$ cat src/rtl/sfl_cmd_pkg.sv
package sfl_cmd_pkg;

   typedef enum logic [2:0] {
      K_NOP  = 3'd0,
      K_ACT  = 3'd1,
      K_RD   = 3'd2,
      K_WR   = 3'd3,
      K_BST  = 3'd4,
      K_TERM = 3'd5,
      K_LCR  = 3'd6,
      K_LMR  = 3'd7
   } cmd_kind_t;

   localparam int S_ACT       = 0;
   localparam int S_RD        = 1;
   localparam int S_WR        = 2;
   localparam int S_BST       = 3;
   localparam int S_TERM      = 4;
   localparam int S_LCR       = 5;
   localparam int S_LMR       = 6;
   localparam int NUM_STROBES = 7;

   localparam int ALL_BANK_BIT = 10;

endpackage

$ cat src/rtl/sfl_pin_decode.sv
module sfl_pin_decode
   import sfl_cmd_pkg::*;
(
   input  logic      cke,
   input  logic      cs_n,
   input  logic      ras_n,
   input  logic      cas_n,
   input  logic      we_n,
   input  logic      cmd_load_en,
   output cmd_kind_t kind
);

   always_comb begin
      kind = K_NOP;
      if (cke && !cs_n) begin
         unique case ({ras_n, cas_n, we_n})
            3'b111: kind = K_NOP;
            3'b011: kind = K_ACT;
            3'b101: kind = K_RD;
            3'b100: kind = K_WR;
            3'b110: kind = K_BST;
            3'b010: kind = K_TERM;
            3'b001: kind = cmd_load_en ? K_LCR : K_NOP;
            3'b000: kind = K_LMR;
            default: kind = K_NOP;
         endcase
      end
   end

endmodule

$ cat src/rtl/sfl_bank_tracker.sv
module sfl_bank_tracker #(
   parameter int NUM_BANKS = 4,
   localparam int BANK_W = (NUM_BANKS > 1) ? $clog2(NUM_BANKS) : 1
) (
   input  logic                 clk,
   input  logic                 rst_n,
   input  logic                 open_req,
   input  logic                 close_one,
   input  logic                 close_all,
   input  logic [BANK_W-1:0]    bank,
   output logic [NUM_BANKS-1:0] open_flags
);

   generate
      if (NUM_BANKS < 2 || (NUM_BANKS & (NUM_BANKS - 1)) != 0) begin : g_bad_banks
         $error("sfl_bank_tracker: NUM_BANKS must be a power of two, at least 2");
      end
   endgenerate

   genvar gi;
   generate
      for (gi = 0; gi < NUM_BANKS; gi++) begin : g_bank
         logic hit;
         assign hit = (bank == BANK_W'(gi));
         always_ff @(posedge clk or negedge rst_n) begin
            if (!rst_n)                   open_flags[gi] <= 1'b0;
            else if (close_all)           open_flags[gi] <= 1'b0;
            else if (close_one && hit)    open_flags[gi] <= 1'b0;
            else if (open_req && hit)     open_flags[gi] <= 1'b1;
         end
      end
   endgenerate

   a_r7_close_all_clears: assert property (@(posedge clk) disable iff (!rst_n)
      close_all |=> (open_flags == '0));

   a_r4_activate_opens: assert property (@(posedge clk) disable iff (!rst_n)
      (open_req && !close_all && !close_one) |=> open_flags[$past(bank)]);

   a_r7_single_close: assert property (@(posedge clk) disable iff (!rst_n)
      (close_one && !open_req) |=> !open_flags[$past(bank)]);

endmodule

$ cat src/rtl/sfl_mode_reg.sv
module sfl_mode_reg #(
   parameter int          MODE_W       = 11,
   parameter int          MRD_GAP      = 2,
   parameter logic [MODE_W-1:0] MODE_DEFAULT = '0,
   localparam int CNT_W = $clog2(MRD_GAP + 1)
) (
   input  logic              clk,
   input  logic              rst_n,
   input  logic              load_req,
   input  logic [MODE_W-1:0] load_val,
   output logic              load_ok,
   output logic              load_early,
   output logic [MODE_W-1:0] mode
);

   localparam logic [CNT_W-1:0] READY = CNT_W'(MRD_GAP - 1);

   generate
      if (MRD_GAP < 1) begin : g_bad_gap
         $error("sfl_mode_reg: MRD_GAP must be at least 1");
      end
   endgenerate

   logic [CNT_W-1:0] gap_cnt;

   assign load_ok    = load_req && (gap_cnt >= READY);
   assign load_early = load_req && (gap_cnt <  READY);

   always_ff @(posedge clk or negedge rst_n) begin
      if (!rst_n) begin
         gap_cnt <= READY;
         mode    <= MODE_DEFAULT;
      end else if (load_ok) begin
         gap_cnt <= '0;
         mode    <= load_val;
      end else if (gap_cnt < READY) begin
         gap_cnt <= gap_cnt + 1'b1;
      end
   end

   a_r9_mode_hold: assert property (@(posedge clk) disable iff (!rst_n)
      !load_ok |=> $stable(mode));

   a_r9_mode_takes: assert property (@(posedge clk) disable iff (!rst_n)
      load_ok |=> (mode == $past(load_val)));

   generate
      if (MRD_GAP >= 2) begin : g_spacing_chk
         a_r9_no_back_to_back: assert property (@(posedge clk) disable iff (!rst_n)
            load_ok |=> !load_ok);
      end
   endgenerate

endmodule

$ cat src/rtl/sfl_dqm_pipe.sv
module sfl_dqm_pipe #(
   parameter int RD_LAT = 2
) (
   input  logic clk,
   input  logic rst_n,
   input  logic dqm,
   output logic dq_wr_en,
   output logic dq_rd_oe
);

   generate
      if (RD_LAT < 1) begin : g_bad_lat
         $error("sfl_dqm_pipe: RD_LAT must be at least 1");
      end
   endgenerate

   logic [RD_LAT-1:0] mask_sr;

   assign dq_wr_en = ~dqm;

   generate
      if (RD_LAT == 1) begin : g_lat1
         always_ff @(posedge clk or negedge rst_n) begin
            if (!rst_n) mask_sr <= '1;
            else        mask_sr <= dqm;
         end
      end else begin : g_latn
         always_ff @(posedge clk or negedge rst_n) begin
            if (!rst_n) mask_sr <= '1;
            else        mask_sr <= {mask_sr[RD_LAT-2:0], dqm};
         end
      end
   endgenerate

   assign dq_rd_oe = ~mask_sr[RD_LAT-1];

   logic [1:0] warm;
   always_ff @(posedge clk or negedge rst_n) begin
      if (!rst_n)         warm <= '0;
      else if (warm != 2'd3) warm <= warm + 1'b1;
   end

   generate
      if (RD_LAT == 2) begin : g_lat_chk
         a_r11_read_oe_delay: assert property (@(posedge clk) disable iff (!rst_n)
            (warm >= 2'd2) |-> (dq_rd_oe == !$past(dqm, 2)));
      end
   endgenerate

   a_r1_oe_off_after_reset: assert property (@(posedge clk) disable iff (!rst_n)
      (warm == 2'd0) |-> !dq_rd_oe);

endmodule

$ cat src/rtl/sfl_cmd_front.sv
module sfl_cmd_front
   import sfl_cmd_pkg::*;
#(
   parameter bit          WIDE_DATA    = 1'b0,
   parameter int          NUM_BANKS    = 4,
   parameter int          ADDR_W       = 12,
   parameter int          COL_W        = 8,
   parameter int          CODE_W       = 8,
   parameter int          MODE_W       = 11,
   parameter int          MRD_GAP      = 2,
   parameter int          RD_LAT       = 2,
   parameter logic [10:0] MODE_DEFAULT = 11'h023,
   localparam int BANK_W = $clog2(NUM_BANKS),
   localparam int ROW_W  = WIDE_DATA ? 11 : 12
) (
   input  logic                   clk,
   input  logic                   rst_n,
   input  logic                   cke,
   input  logic                   cs_n,
   input  logic                   ras_n,
   input  logic                   cas_n,
   input  logic                   we_n,
   input  logic [BANK_W-1:0]      ba,
   input  logic [ADDR_W-1:0]      addr,
   input  logic                   dqm,
   input  logic                   cmd_load_en,
   input  logic                   prog_setup_done,
   output logic [NUM_STROBES-1:0] cmd_strobe,
   output logic                   illegal_cmd,
   output logic                   wr_reject,
   output logic                   mrd_err,
   output logic [NUM_BANKS-1:0]   bank_open,
   output logic [MODE_W-1:0]      mode_reg,
   output logic [BANK_W-1:0]      out_bank,
   output logic [ROW_W-1:0]       out_row,
   output logic [COL_W-1:0]       out_col,
   output logic [CODE_W-1:0]      out_code,
   output logic                   dq_wr_en,
   output logic                   dq_rd_oe
);

   generate
      if (ADDR_W < ROW_W || ADDR_W < MODE_W || ADDR_W <= ALL_BANK_BIT) begin : g_bad_addr
         $error("sfl_cmd_front: ADDR_W too narrow for row, mode or all-bank bit");
      end
      if (COL_W > ADDR_W || CODE_W > ADDR_W) begin : g_bad_fields
         $error("sfl_cmd_front: column or code field wider than the address bus");
      end
      if (MODE_W > 11) begin : g_bad_mode
         $error("sfl_cmd_front: MODE_W exceeds the default value width");
      end
   endgenerate

   cmd_kind_t kind;

   sfl_pin_decode u_decode (
      .cke         (cke),
      .cs_n        (cs_n),
      .ras_n       (ras_n),
      .cas_n       (cas_n),
      .we_n        (we_n),
      .cmd_load_en (cmd_load_en),
      .kind        (kind)
   );

   logic target_open;
   assign target_open = bank_open[ba];

   logic act_go, rd_go, wr_go, bst_go, term_go, lcr_go;
   logic rd_bad, wr_bad_bank, wr_bad_setup, bst_bad;
   logic lmr_req, lmr_ok, lmr_early;

   always_comb begin
      act_go       = (kind == K_ACT);
      rd_go        = (kind == K_RD)  &&  target_open;
      rd_bad       = (kind == K_RD)  && !target_open;
      wr_go        = (kind == K_WR)  &&  target_open && prog_setup_done;
      wr_bad_bank  = (kind == K_WR)  && !target_open;
      wr_bad_setup = (kind == K_WR)  && !prog_setup_done;
      bst_go       = (kind == K_BST) &&  target_open;
      bst_bad      = (kind == K_BST) && !target_open;
      term_go      = (kind == K_TERM);
      lcr_go       = (kind == K_LCR);
      lmr_req      = (kind == K_LMR);
   end

   sfl_bank_tracker #(
      .NUM_BANKS (NUM_BANKS)
   ) u_banks (
      .clk        (clk),
      .rst_n      (rst_n),
      .open_req   (act_go),
      .close_one  (term_go && !addr[ALL_BANK_BIT]),
      .close_all  (term_go &&  addr[ALL_BANK_BIT]),
      .bank       (ba),
      .open_flags (bank_open)
   );

   sfl_mode_reg #(
      .MODE_W       (MODE_W),
      .MRD_GAP      (MRD_GAP),
      .MODE_DEFAULT (MODE_DEFAULT[MODE_W-1:0])
   ) u_mode (
      .clk        (clk),
      .rst_n      (rst_n),
      .load_req   (lmr_req),
      .load_val   (addr[MODE_W-1:0]),
      .load_ok    (lmr_ok),
      .load_early (lmr_early),
      .mode       (mode_reg)
   );

   sfl_dqm_pipe #(
      .RD_LAT (RD_LAT)
   ) u_dqm (
      .clk      (clk),
      .rst_n    (rst_n),
      .dqm      (dqm),
      .dq_wr_en (dq_wr_en),
      .dq_rd_oe (dq_rd_oe)
   );

   logic [NUM_STROBES-1:0] strobe_d;
   always_comb begin
      strobe_d         = '0;
      strobe_d[S_ACT]  = act_go;
      strobe_d[S_RD]   = rd_go;
      strobe_d[S_WR]   = wr_go;
      strobe_d[S_BST]  = bst_go;
      strobe_d[S_TERM] = term_go;
      strobe_d[S_LCR]  = lcr_go;
      strobe_d[S_LMR]  = lmr_ok;
   end

   always_ff @(posedge clk or negedge rst_n) begin
      if (!rst_n) begin
         cmd_strobe  <= '0;
         illegal_cmd <= 1'b0;
         wr_reject   <= 1'b0;
         mrd_err     <= 1'b0;
      end else begin
         cmd_strobe  <= strobe_d;
         illegal_cmd <= rd_bad || wr_bad_bank || bst_bad;
         wr_reject   <= wr_bad_setup;
         mrd_err     <= lmr_early;
      end
   end

   always_ff @(posedge clk or negedge rst_n) begin
      if (!rst_n) begin
         out_bank <= '0;
         out_row  <= '0;
         out_col  <= '0;
         out_code <= '0;
      end else begin
         if (act_go || rd_go || wr_go || bst_go) out_bank <= ba;
         if (act_go)                             out_row  <= addr[ROW_W-1:0];
         if (rd_go || wr_go)                     out_col  <= addr[COL_W-1:0];
         if (lcr_go)                             out_code <= addr[CODE_W-1:0];
      end
   end

   a_r2_strobe_onehot: assert property (@(posedge clk) disable iff (!rst_n)
      $onehot0(cmd_strobe));

   a_r3_idle_no_strobe: assert property (@(posedge clk) disable iff (!rst_n)
      (!cke || cs_n) |=> (cmd_strobe == '0 && !illegal_cmd && !wr_reject && !mrd_err));

   a_r3_idle_banks_hold: assert property (@(posedge clk) disable iff (!rst_n)
      (!cke || cs_n) |=> $stable(bank_open));

   a_r5_closed_read: assert property (@(posedge clk) disable iff (!rst_n)
      (kind == K_RD && !bank_open[ba]) |=> (illegal_cmd && !cmd_strobe[S_RD]));

   a_r6_write_gate: assert property (@(posedge clk) disable iff (!rst_n)
      (kind == K_WR && !prog_setup_done) |=> (wr_reject && !cmd_strobe[S_WR]));

   a_r8_load_disabled: assert property (@(posedge clk) disable iff (!rst_n)
      !cmd_load_en |=> !cmd_strobe[S_LCR]);

endmodule

$ cat config.mk
export PLATFORM = sky130hd
export DESIGN_NAME = sfl_cmd_front
export DESIGN_NICKNAME = d
export VERILOG_FILES = /design/src/rtl/sfl_cmd_pkg.sv /design/src/rtl/sfl_pin_decode.sv /design/src/rtl/sfl_bank_tracker.sv /design/src/rtl/sfl_mode_reg.sv /design/src/rtl/sfl_dqm_pipe.sv /design/src/rtl/sfl_cmd_front.sv
export SDC_FILE = /design/constraint.sdc
export NUM_CORES = 1
export LEC_CHECK = 0
export BUFFER_PORTS_ARGS = -buffer_cell sky130_fd_sc_hd__buf_4
export CAP_MARGIN = 20
export CORE_ASPECT_RATIO = 2
export CORE_MARGIN = 10
export CORE_UTILIZATION = 35
export DETAILED_ROUTE_END_ITERATION = 12
export PLACE_DENSITY = 0.58
export SKIP_LAST_GASP = 1
export SYNTH_ARGS = -nofsm -noshare
export SYNTH_HDL_FRONTEND = slang
export SYNTH_SLANG_ARGS = --single-unit
export TNS_END_PERCENT = 1
$ cat constraint.sdc
create_clock -name clk -period 2.5 [get_ports clk]
set_clock_uncertainty 0.1 [all_clocks]
set_input_delay 0.375 -clock clk [delete_from_list [all_inputs] [get_ports clk]]
set_output_delay 0.375 -clock clk [all_outputs]
set_load 0.005 [all_outputs]
==> results.py <==
metrics = {
    "outcome": {
        "status": "complete, no violations",
    },
    "clocking": {
        "cts_hold_buf": 0,
        "cts.htree.levels": 3,
        "root_buffer": "clkbuf_16",
        "cts_tree": "built",
        "clock_latency_ns": 0.32,
        "cts.sinks": 59,
        "cts_resized": 0,
        "cts.path.max_buffers": 2,
        "cts_setup_buffers": 0,
        "cts_made_buffers": 9,
        "cts.clk_slew.worst_paths_ns": 0.05,
    },
    "setup_path": {
        "crit_fanout": 8,
        "worstPathCellList": "mux4_2 -> nand3_2 -> a211o_1 -> mux2_4",
        "cp_data_arrival_time_ns": 2.13,
        "path_class": "flop to flop",
        "cp_slowest_cell": "mux4_2",
        "end_kind": "flop",
        "critPathMaxStageDelay_ns": 0.53,
        "crit_required_ns": 2.60,
        "start_kind": "flop",
    },
    "detailed_routing": {
        "dr.first_iter.drc_count": 59,
        "ant_nets": 0,
        "vias": 1676,
        "firstDrtPassIters": 4,
        "wl_per_cell_microns": 16.9,
        "via_per_inst": 4.58,
        "drc_errors": 0,
        "routed_wl_microns": 6200,
    },
    "sta": {
        "timing_hold_violations_final": 0,
        "fmax_mhz": 492,
        "setup_viol": 0,
        "rsz0062_at_grt": "no",
        "min_period_ns": 2.03,
        "finalWorstSetupSlack_ns": 0.467,
        "finalCritPeriodShare_pct": 81.3,
        "setup_total_negative_slack_ns": 0,
        "timing_worst_slew_pin_value_ns": 0.749,
        "max-slew-margin-rel_pct": 50.1,
        "slew_viol_final": 0,
    },
    "die": {
        "die_h_microns": 136,
        "initial_core_util_pct": 35.8,
        "io_pins": 81,
        "core_area_sq_um": 6570,
        "die_w_microns": 78,
        "fp-row-count": 42,
        "die-area_sq_um": 10600,
    },
    "logic_synthesis": {
        "ys_ff_latch": 59,
        "synth_area_per_cell_sq_um": 12.7,
        "synth_nets": 211,
        "synth_cell_types": 31,
        "async_flop_share_pct": 100,
        "synth_edf_count": 0,
        "netlist_instances": 186,
        "ys_seq_area_share_pct": 63.0,
        "synth_ff_type": "dfrtp_1",
        "syn-cell-area_sq_um": 2350,
        "yosysWarnings": 0,
    },
    "finish": {
        "diodes": 0,
        "post-route-util_pct": 50.2,
        "fin_area_sq_um": 3300,
        "drive_gt1_share_pct": 47.5,
        "design.final.nets": 298,
        "largest_register_ffs": 12,
        "area_delta_synth_final_pct": 40.0,
    },
    "pwr": {
        "ir_worst_vdd_uv": 520,
        "p_per_area_nw_per_um2": 945,
        "p_leak_nw": 1.74,
    },
    "placement": {
        "routabilityCongestion": 0.800,
        "dp_hpwl_microns": 4590,
        "port_buffers": 80,
        "placed_cell_area_sq_um": 3040,
        "pre_cts_slack_ns": 0.302,
    },
    "grt": {
        "grt_pass1_vias": 1797,
        "grt_pass1_wl_microns": 9710,
        "track_usage_pct": 12.2,
        "grt_antenna_before_repair": 0,
        "grt_start_max_net_pins": 60,
        "grt_overflow": 0,
    },
    "hold_path": {
        "worst_hold_path_type": "primary input to asynchronous set/reset pin",
    },
    "job": {
        "drv_cap": 0,
    },
}
==> cell type report <==
type                            instances  area [sq um]
Fill cell                             592          3270
Sequential cell                        59          1480
Multi-Input combinational cell        109           777
Timing Repair Buffer                   83           623
Clock buffer                           16           262
Tap cell                               88           110
Inverter                               11          41.3
==> per-layer routing <==
layer | GRT usage [%] | vias up | wire length [microns]
met5 | 0 | - | 0
met2 | 21.3 | 55 | 3320
li1 | - | 796 | -
met4 | 7.92 | 0 | 220
met1 | 12.0 | 811 | 2330
met3 | 4.03 | 14 | 328
==> cell usage after synthesis, types with 2 or more instances <==
master	count	area (sq um)
dfrtp_1	53	1330
nand2_1	43	161
mux2_2	19	214
inv_1	10	37.5
mux2_4	8	120
o21ai_0	8	40.0
dfstp_2	6	158
a21oi_1	4	20.0
nand3_1	4	20.0
nor2_1	4	15.0
buf_6	3	33.8
clkbuf_1	2	7.51
mux2_1	2	22.5
nor3b_1	2	15.0
o31ai_1	2	15.0
==> cells in the final DEF (no fill, tap or decap), drive strengths merged <==
cell type	instances
o21ai	8
nand3b	1
nor2	4
a211oi	1
ha	1
nor3b	3
dfrtp	53
a21oi	4
nor4	1
nand3	5
buf	83
a211o	1
inv	11
dfstp	6
and2b	1
clkbuf	16
nor4bb	1
o31ai	2
o221a	1
nand2	43
nor2b	1
mux2	29
o211a	1
mux4	1
==> where the power goes <==
part,switching (mW),leakage (nW),internal [mW],total (mW)
Sequential,0.115,0.752,1.20,1.32
Clock,0.373,0.125,0.697,1.07
Combinational,0.285,0.858,0.445,0.729
==> worst paths after layout <==
check,startpoint,slack (ns),cells after the start,end
worst max-delay path,u_banks.open_flags[3]$_DFFE_PN0P_,0.47,4,out_col[7]$_DFFE_PN0P_
worst min-delay path,rst_n,0.02,1,out_code[2]$_DFFE_PN0P_
worst max register to register,u_banks.open_flags[3]$_DFFE_PN0P_,0.47,4,out_col[7]$_DFFE_PN0P_
worst min register to register,u_dqm.mask_sr[0]$_DFF_PN1_,0.26,0,u_dqm.mask_sr[1]$_DFF_PN1_
max in group asynchronous,rst_n,1.78,1,u_mode.mode[7]$_DFFE_PN0P_
min in group clk,dqm,0.07,1,u_dqm.mask_sr[0]$_DFF_PN1_
==> per-stage QoR <==
| stage | power (mW) | hold WS (ns) | instances |
|---|---|---|---|
| final | 3.12 | 0.0219 | 366 |
| after global routing | 3.32 | 0.0645 | 366 |
| after CTS | 3.19 | 0.0516 | 366 |
| after detailed placement | 2.08 | 0.254 | 350 |
| after floorplan | 1.61 | -0.0206 | 186 |
| after global placement | 2.06 | 0.246 | 350 |
==> worst max-delay path: cells and delay by family (launching register included) <==
family	cells	cell delay (ns)
multiplexers	2	0.88
AO/OA/AOI/OAI	1	0.42
flip-flops	1	0.39
AND/OR/NAND/NOR	1	0.13
==> logic make-up after synthesis <==
logic type / after synthesis / share of synthesized area (%)
AOI/OAI and AO/OA: 18 / 4.78
adders and majority gates: 1 / 0.531
buffers and inverters: 18 / 3.99
DFF: 59 / 63.0
muxes: 30 / 16.1
and+or+nand+nor: 60 / 11.6
Power figures use the tool's default switching activity.
